<file path="src/rtl/frac_baud_pkg.sv">
package frac_baud_pkg;

  localparam int unsigned BUS_ADDR_W = 8;
  localparam int unsigned BUS_DATA_W = 8;

  localparam logic [BUS_ADDR_W-1:0] ADR_DIV_LO = 8'h00;
  localparam logic [BUS_ADDR_W-1:0] ADR_DIV_HI = 8'h01;
  localparam logic [BUS_ADDR_W-1:0] ADR_FRAC   = 8'hC0;

  typedef enum logic [1:0] {
    SEL_NONE,
    SEL_DIV_LO,
    SEL_DIV_HI,
    SEL_FRAC
  } reg_sel_e;

  function automatic reg_sel_e decode_addr(input logic [BUS_ADDR_W-1:0] a);
    case (a)
      ADR_DIV_LO: return SEL_DIV_LO;
      ADR_DIV_HI: return SEL_DIV_HI;
      ADR_FRAC:   return SEL_FRAC;
      default:    return SEL_NONE;
    endcase
  endfunction

endpackage

</file>
<file path="src/rtl/baud_regs.sv">
module baud_regs
  import frac_baud_pkg::*;
#(
  parameter int unsigned DIV_W  = 16,
  parameter int unsigned FRAC_W = 4
) (
  input  logic                  clk,
  input  logic                  rst,
  input  logic                  we,
  input  logic [BUS_ADDR_W-1:0] addr,
  input  logic [BUS_DATA_W-1:0] wdata,
  output logic [BUS_DATA_W-1:0] rdata,
  output logic [DIV_W-1:0]      div_o,
  output logic [FRAC_W-1:0]     frac_o,
  output logic                  restart_o
);

  localparam int unsigned HI_W = DIV_W - BUS_DATA_W;

  reg_sel_e              sel;
  logic [DIV_W-1:0]      div_q;
  logic [FRAC_W-1:0]     frac_q;
  logic [BUS_DATA_W-1:0] rdata_d;
  logic [BUS_DATA_W-1:0] rdata_q;

  assign sel       = decode_addr(addr);
  assign restart_o = we && (sel != SEL_NONE);

  always_ff @(posedge clk) begin
    if (rst) begin
      div_q  <= '0;
      frac_q <= '0;
    end else if (we) begin
      case (sel)
        SEL_DIV_LO: div_q[BUS_DATA_W-1:0]   <= wdata;
        SEL_DIV_HI: div_q[DIV_W-1:BUS_DATA_W] <= wdata[HI_W-1:0];
        SEL_FRAC:   frac_q                  <= wdata[FRAC_W-1:0];
        default:    ;
      endcase
    end
  end

  always_comb begin
    rdata_d = '0;
    case (sel)
      SEL_DIV_LO: rdata_d = div_q[BUS_DATA_W-1:0];
      SEL_DIV_HI: rdata_d[HI_W-1:0] = div_q[DIV_W-1:BUS_DATA_W];
      SEL_FRAC:   rdata_d[FRAC_W-1:0] = frac_q;
      default:    rdata_d = '0;
    endcase
  end

  always_ff @(posedge clk) begin
    if (rst) rdata_q <= '0;
    else     rdata_q <= rdata_d;
  end

  assign rdata  = rdata_q;
  assign div_o  = div_q;
  assign frac_o = frac_q;

endmodule

</file>
<file path="src/rtl/baud_phase_acc.sv">
module baud_phase_acc #(
  parameter int unsigned FRAC_W = 4
) (
  input  logic              clk,
  input  logic              rst,
  input  logic              restart,
  input  logic              step,
  input  logic [FRAC_W-1:0] frac,
  output logic              extra_o,
  output logic [FRAC_W-1:0] acc_o
);

  logic [FRAC_W-1:0] acc_q;
  logic [FRAC_W:0]   sum;

  // Carry of the add that belongs to the period now running.
  assign sum     = {1'b0, acc_q} + {1'b0, frac};
  assign extra_o = sum[FRAC_W];

  always_ff @(posedge clk) begin
    if (rst || restart) acc_q <= '0;
    else if (step)      acc_q <= sum[FRAC_W-1:0];
  end

  assign acc_o = acc_q;

endmodule

</file>
<file path="src/rtl/baud_tick_counter.sv">
module baud_tick_counter #(
  parameter int unsigned DIV_W = 16
) (
  input  logic             clk,
  input  logic             rst,
  input  logic             restart,
  input  logic [DIV_W-1:0] div,
  input  logic             extra,
  output logic             end_o,
  output logic             tick_o,
  output logic [DIV_W-1:0] cnt_o
);

  localparam int unsigned EXT_W = DIV_W + 1;

  logic [DIV_W-1:0] cnt_q;
  logic [EXT_W-1:0] limit;
  logic [EXT_W-1:0] cnt_inc;
  logic             run;
  logic             tick_q;

  assign run     = (div != '0);
  assign limit   = {1'b0, div} + {{DIV_W{1'b0}}, extra};
  assign cnt_inc = {1'b0, cnt_q} + {{DIV_W{1'b0}}, 1'b1};
  assign end_o   = run && (cnt_inc == limit);

  always_ff @(posedge clk) begin
    if (rst || restart)   cnt_q <= '0;
    else if (!run)        cnt_q <= '0;
    else if (end_o)       cnt_q <= '0;
    else                  cnt_q <= cnt_inc[DIV_W-1:0];
  end

  always_ff @(posedge clk) begin
    if (rst || restart) tick_q <= 1'b0;
    else                tick_q <= end_o;
  end

  assign tick_o = tick_q;
  assign cnt_o  = cnt_q;

endmodule

</file>
<file path="src/rtl/frac_baud_gen.sv">
module frac_baud_gen
  import frac_baud_pkg::*;
#(
  parameter int unsigned DIV_W  = 16,
  parameter int unsigned FRAC_W = 4
) (
  input  logic       clk,
  input  logic       rst,
  input  logic       bus_we,
  input  logic [7:0] bus_addr,
  input  logic [7:0] bus_wdata,
  output logic [7:0] bus_rdata,
  output logic       tick_o
);

  logic [DIV_W-1:0]  div_q;
  logic [FRAC_W-1:0] frac_q;
  logic [DIV_W-1:0]  cnt_q;
  logic [FRAC_W-1:0] acc_q;
  logic              restart;
  logic              period_end;
  logic              extra;

  baud_regs #(.DIV_W(DIV_W), .FRAC_W(FRAC_W)) i_regs (
    .clk       (clk),
    .rst       (rst),
    .we        (bus_we),
    .addr      (bus_addr),
    .wdata     (bus_wdata),
    .rdata     (bus_rdata),
    .div_o     (div_q),
    .frac_o    (frac_q),
    .restart_o (restart)
  );

  baud_phase_acc #(.FRAC_W(FRAC_W)) i_acc (
    .clk     (clk),
    .rst     (rst),
    .restart (restart),
    .step    (period_end),
    .frac    (frac_q),
    .extra_o (extra),
    .acc_o   (acc_q)
  );

  baud_tick_counter #(.DIV_W(DIV_W)) i_cnt (
    .clk     (clk),
    .rst     (rst),
    .restart (restart),
    .div     (div_q),
    .extra   (extra),
    .end_o   (period_end),
    .tick_o  (tick_o),
    .cnt_o   (cnt_q)
  );

endmodule

</file>
<file path="config.mk">
export PLATFORM = sky130hd
export DESIGN_NAME = frac_baud_gen
export DESIGN_NICKNAME = d
export VERILOG_FILES = /design/src/rtl/frac_baud_pkg.sv /design/src/rtl/baud_regs.sv /design/src/rtl/baud_phase_acc.sv /design/src/rtl/baud_tick_counter.sv /design/src/rtl/frac_baud_gen.sv
export SDC_FILE = /design/constraint.sdc
export NUM_CORES = 1
export LEC_CHECK = 0
export ABC_AREA = 1
export BUFFER_PORTS_ARGS = -buffer_cell sky130_fd_sc_hd__buf_2
export CORE_ASPECT_RATIO = 1.5
export CORE_UTILIZATION = 65
export CTS_CLUSTER_DIAMETER = 200
export DETAILED_ROUTE_END_ITERATION = 8
export GPL_TIMING_DRIVEN = 0
export PLACE_DENSITY_LB_ADDON = 0.12
export SLEW_MARGIN = 30
export SYNTH_ARGS = -nofsm -noshare
export SYNTH_HDL_FRONTEND = slang
export SYNTH_SLANG_ARGS = --single-unit
export TNS_END_PERCENT = 30
</file>
<file path="constraint.sdc">
create_clock -name clk -period 6.8 [get_ports clk]
set_clock_uncertainty 0.2 [all_clocks]
set_input_delay 0.34 -clock clk [delete_from_list [all_inputs] [get_ports clk]]
set_output_delay 0.34 -clock clk [all_outputs]
set_load 0.02 [all_outputs]
</file>
# [Word-level counts from Yosys, hierarchy flattened]
# Cells that the tools add are included.
[word_totals] ff_bits=49 latchBits=0 ram_bits=0 mem_bits_ro=0 in_bits=19 output_inout_bits=9 word_cells=30 mem_count=0
[op_classes] add_sub_neg=3 n_mul=0 n_div=0 n_lt_le_gt_ge=0 eq_ne=6 n_shift=0 mux=3 bitwise_logic=1 n_reduce_logical=10
[op_table] op="16-bit by 1-bit adder with 17-bit output" count=1
[op_table] op="16-bit by 1-bit adder with 17-bit output, second input constant" count=1
[op_table] op="17-bit == test" count=1
[op_table] op="16-bit nonzero test" count=1
[op_table] op="4-bit one-hot mux with 3 select lines" count=1
[op_table] op="8-bit by 1-bit == test with 1-bit output, second input constant" count=1
[op_table] op="8-bit == test, second input constant" count=1
[op_table] op="8-bit zero test" count=1
[op_table] op="4-bit one-hot mux with 2 select lines" count=1
[op_table] op="2-bit one-hot mux with 3 select lines" count=1
[op_table] op="2-bit AND reduction" count=3
[op_table] op="4-bit by 4-bit adder with 5-bit output" count=1
[op_table] op="2-bit == test, second input constant" count=2
[op_table] op="3-bit OR reduction" count=1
[op_table] op="2-bit by 1-bit == test with 1-bit output, second input constant" count=1
[op_table] op="1-bit logical AND" count=2
[op_table] op="2-bit nonzero test" count=1
[op_table] op="1-bit logical OR" count=1
[op_table] op="1-bit inverter" count=1

# [Logic depth before layout (Yosys ltp)]
[logic_depth] depth_word=6 depth_mapped=21 depth_no_buf=20

# [Hierarchy]
# Synthesis repeated with hierarchy kept, for this count alone.
[hier_totals] cells_unflattened=637 area_unflattened_um2=3694.8
[modules_own_cells] mod="baud_tick_counter" n_inst=1 cells_each=418 area_per_inst_um2=2160.8 seq_area_each_um2=340.3
[modules_own_cells] mod="baud_regs" n_inst=1 cells_each=177 area_per_inst_um2=1232.4 seq_area_each_um2=560.5
[modules_own_cells] mod="baud_phase_acc" n_inst=1 cells_each=42 area_per_inst_um2=301.5 seq_area_each_um2=80.1

# [Worst setup path before layout]
# Ideal clock, no wire load.
[synth_timing] kind="register to register" startpoint="register i_regs.frac_q[0], in the netlist i_regs.frac_o[0]" endpoint="register i_cnt.cnt_q[11], in the netlist i_cnt.cnt_o[11]" setup_time_ps=119 arrival_ps=2819 required_time_ps=6481 setup_slack_ps=3662 path_stages_with_launch=20 n_path_buf=1 period_less_slack_ps=3138 cell_sequence="dfxtp_1 > ha_1 > inv_1 > fa_1 > o21ai_0 > ha_1 > ha_1 > nand3_1 > nor2_4 > nand2_1 > nand2_1 > inv_1 > nand2_1 > and2_2 > nand2_1 > nor2_1 > nand3_2 > nand3_4 > buf_8 > nor2_1"
[synth_via] elab_chain_len=5
[synth_lines] item="start, declared" line="baud_regs.sv:22" text="logic [FRAC_W-1:0] frac_q;"
[synth_lines] item="start signal, assigned" line="baud_regs.sv:37" text="SEL_FRAC: frac_q <= wdata[FRAC_W-1:0];"
[synth_lines] item="4-bit by 4-bit adder with 5-bit output" line="baud_phase_acc.sv:17" text="assign sum = {1'b0, acc_q} + {1'b0, frac};"
[synth_lines] item="16-bit by 1-bit adder with 17-bit output" line="baud_tick_counter.sv:23" text="assign limit = {1'b0, div} + {{DIV_W{1'b0}}, extra};"
[synth_lines] item="17-bit == test" line="baud_tick_counter.sv:25" text="assign end_o = run && (cnt_inc == limit);"
[synth_lines] item="1-bit logical AND" line="baud_tick_counter.sv:25"
[synth_lines] item="3-bit OR reduction (no line)"
[synth_lines] item="end signal, assigned" line="baud_tick_counter.sv:31" text="else cnt_q <= cnt_inc[DIV_W-1:0];"
[synth_lines] item="end, declared" line="baud_tick_counter.sv:16" text="logic [DIV_W-1:0] cnt_q;"
# No other way between the ends.
# A chain may end at the register's enable or synchronous reset.

# [Worst setup path in the final report]
# Same ends and word-level chain as after synthesis.

==> results.txt <==
----------------------------------------------------
[Outcome]
  Result of the run ... finished, final reports clean

[Placed design]
  RePlAce Congestion ... 0.9634
  Placed wire-length estimate ... 6.998 mm
  I/O Buffers ... 27
  Post-Place Worst Slack ... 3020 ps

[Logic synthesis]
  Cell count after synthesis ... 561
  Post-synthesis area per instance ... 5.973 um2
  Top flip-flop cell by instance count after synthesis ... dfxtp_1
  Number of distinct standard cells referenced by the synthesized netlist ... 31
  Cell types with the largest area share after synthesis ... dfxtp_1 (29%), nand2_1 (22%), nor2_1 (9.1%), inv_1 (7.6%), nand3_1 (7.2%)
  Fraction of synthesized cell area taken by the top area cell type ... 29.28%
  Post-synth top area cell ... dfxtp_1
  Cell area after synthesis ... 3351 um2
  Register bit count reported by yosys ... 49
  Syn_nets ... 594
  Library cell with the highest instance count after synthesis ... nand2_1
  Number of warnings printed during yosys synthesis ... 0
  EDFF count, synth ... 0
  Sequential element share of the synthesized area ... 29.28%
  Top cells by count, synth ... nand2_1 (192), nor2_1 (81), inv_1 (68), dfxtp_1 (49), nand3_1 (48)
  Fraction of synthesis flops using an asynchronous set or reset pin ... 0%

[Routing]
  DR DRC count ... 0
  Number of violations reported at the end of detailed-routing iteration 0 ... 226
  Antenna-violating nets left ... 0
  Met2 WL post-DR ... 4.438 mm
  Count of TritonRoute iterations in the first routing pass ... 6
  Via density per instance ... 5.467
  Detailed-route via count ... 3,619
  Wire length after detailed routing ... 8.846 mm
  Detailed-routing wirelength on met1 ... 3.348 mm
  Top metal layer carrying routed signals ... met4
  Total met3 wirelength after detailed routing ... 396 um
  Post-detailed-route wirelength per cell ... 13.36 um

[Critical path]
  Library cell contributing the largest single delay on the critical path ... dfxtp_1
  CP arrival ... 3880 ps
  Critical path type ... flip-flop to flip-flop
  Kind of cell adding the most delay to the critical path ... simple AND/OR/NAND/NOR gates
  Cell with the most instances on the worst path ... nand2_1
  Worst Setup End Kind ... flip-flop
  Series of cell instances along the critical path ... ha_1 -> inv_1 -> fa_1 -> o21ai_0 -> ha_1 -> ha_1 -> nand3_1 -> nor2_4 -> nand3_1 -> nand2_1 -> nand2_1 -> nand2_1 -> nand2_1 -> inv_1 -> nand2_1 -> nor2_1 -> nand3_2 -> nand3_4 -> buf_8 -> nor2_1
  Slowest stage delay, CP ... 420 ps
  Sort of element at the start of the critical path ... flip-flop
  Top fanout value on the critical path ... 10
  Worst path buffer plus inverter count ... 3
  Required arrival time at the worst endpoint ... 6800 ps
  Flop-to-flop setup slack ... 2920 ps

[Clocking]
  Buffer depth of the longest clock path ... 2
  Clock transition at the registers of the reported paths ... 90 ps
  Hold Buf Count CTS ... 0
  Total clock sinks ... 49
  Setup Buffers After CTS ... 0
  CTS Buf Count ... 5
  H-tree levels ... 2
  Number of instances resized during post-cts repair ... 0
  Insertion delay of the later-clocked pin in the worst-skew pair ... 300 ps
  CTS tree ... done
  Master cell of the clock root buffer ... clkbuf_8

[STA]
  Slack of the critical path ... 2922 ps
  Post-route setup TNS ... 0 ps
  Final period utilization ... 57.02%
  Final number of max-transition violations ... 0
  Number of hold violations in the final report ... 0
  Unrepaired setup endpoints after global routing ... no
  Final count of negative-setup-slack endpoints ... 0
  Maximum clock rate ... 257.9 MHz
  Rel. slew slack ... 61.96%
  Tightest hold margin ... 132.7 ps
  Min Tclk post-route ... 3878 ps
  Transition at the pin with the smallest max-transition slack ... 570.6 ps

[Global routing]
  Via count of the first global-routing pass ... 3,454
  Number of antenna violations at the first check in global routing ... 0
  Aggregate global-route resource usage ... 35.85%
  Maximum number of pins on one net before global-route repair ... 15
  GRT overflow ... 0
  Global-route wire length before repair ... 14.85 mm

[Floorplanning]
  Die outline width ... 60.62 um
  IO Pins ... 28
  Chip Height ... 89.94 um
  Starting utilization of the core area ... 68.56%
  Die Area ... 5452 um2
  Area of the core ... 4887 um2
  Num rows ... 31

[Pwr]
  Power after layout ... 527.8 uW
  P_leak ... 1.794 nW
  Total power per unit cell area ... 143.2 nW/um2
  Worst ir drop on vdd ... 0.1417 mV

[Final layout]
  Antenna diode count ... 0
  Final-stage net count ... 628
  Fraction of layout instances using a drive strength above 1 ... 9.564%
  Signed area change from the synthesized netlist to the final layout ... 9.970%

[Run]
  Max-cap check violation count ... 0

[Worst hold path]
  Hold Path Class ... input port to flip-flop

----------------------------------------------------
[cells by family after synthesis]
| family | synth area share [%] |
|---|---|
| adders and majority gates | 5.452 |
| and+or+nand+nor | 46.12 |
| AOI/OAI and AO/OA | 7.842 |
| buffers and inverters | 9.223 |
| xor gates and xnor gates | 2.091 |
| DFF | 29.28 |
[layer usage]
metal,vias to the layer above,global-route usage (%)
li1,1839,-
met1,1608,34.64
met4,0,26.89
met3,50,10.22
met2,122,60.71
met5,-,0
[worst reg2reg max path: stages (launching register included)]
cell     delay, ps
dfxtp_1        420
ha_1           200
inv_1           50
fa_1           400
o21ai_0        300
ha_1           320
ha_1           240
nand3_1        210
nor2_4         200
nand3_1        110
nand2_1         90
nand2_1         70
nand2_1         90
nand2_1         60
inv_1           50
nand2_1         40
nor2_1         160
nand3_2        200
nand3_4        180
buf_8          160
nor2_1          40
[through the flow]
step	cells	util, %	area, um2
after floorplan	561	-	3351
after global placement	654	73.02	3568
after detailed placement	654	73.02	3568
after CTS	662	75.40	3685
after global routing	662	75.40	3685
final	662	75.40	3685
[sequential cells by signal, indices dropped and copies added, names as in the netlist]
register	count
i_cnt.tick_o	1
i_regs.div_o	16
i_acc.acc_o	4
i_regs.rdata	8
i_cnt.cnt_o	16
i_regs.frac_o	4
[cell type report]
cell class | instances | area, um2
Buffer | 9 | 53.80
Clock buffer | 7 | 86.33
Clock inverter | 1 | 30.03
Fill cell | 452 | 1202
Inverter | 68 | 255.2
Multi-Input combinational cell | 435 | 2061
Sequential cell | 49 | 980.9
Tap cell | 66 | 82.58
Timing Repair Buffer | 27 | 135.1
[where the power goes]
part | internal, mW | leakage (nW) | switching (mW) | total [mW]
logic | 0.00881 | 1.34 | 0.0146 | 0.0234
clock network | 0.120 | 0.0585 | 0.0960 | 0.216
registers | 0.287 | 0.395 | 0.00103 | 0.288
total | 0.416 | 1.79 | 0.112 | 0.528
[final timing paths]
| path | cells after the start | startpoint | to |
|---|---|---|---|
| worst max-delay path | 20 | i_regs.frac_o[0] | i_cnt.cnt_o[11] |
| worst min-delay path | 3 | bus_wdata[1] | i_regs.div_o[1] |
| worst max register to register | 20 | i_regs.frac_o[0] | i_cnt.cnt_o[11] |
| worst min register to register | 2 | i_acc.acc_o[3] | i_acc.acc_o[3] |
[placed cells by master (no fill, tap or decap), types with 12 or more instances in the layout]
| cell | count |
|---|---|
| nand2_1 | 192 |
| nor2_1 | 81 |
| inv_1 | 68 |
| dfxtp_1 | 49 |
| nand3_1 | 48 |
| buf_2 | 28 |
| o21ai_0 | 25 |
| a21oi_1 | 21 |
| nand4_1 | 16 |
| ha_1 | 13 |
| nor2_2 | 12 |
Note: power is estimated with default switching activity, not from simulation.
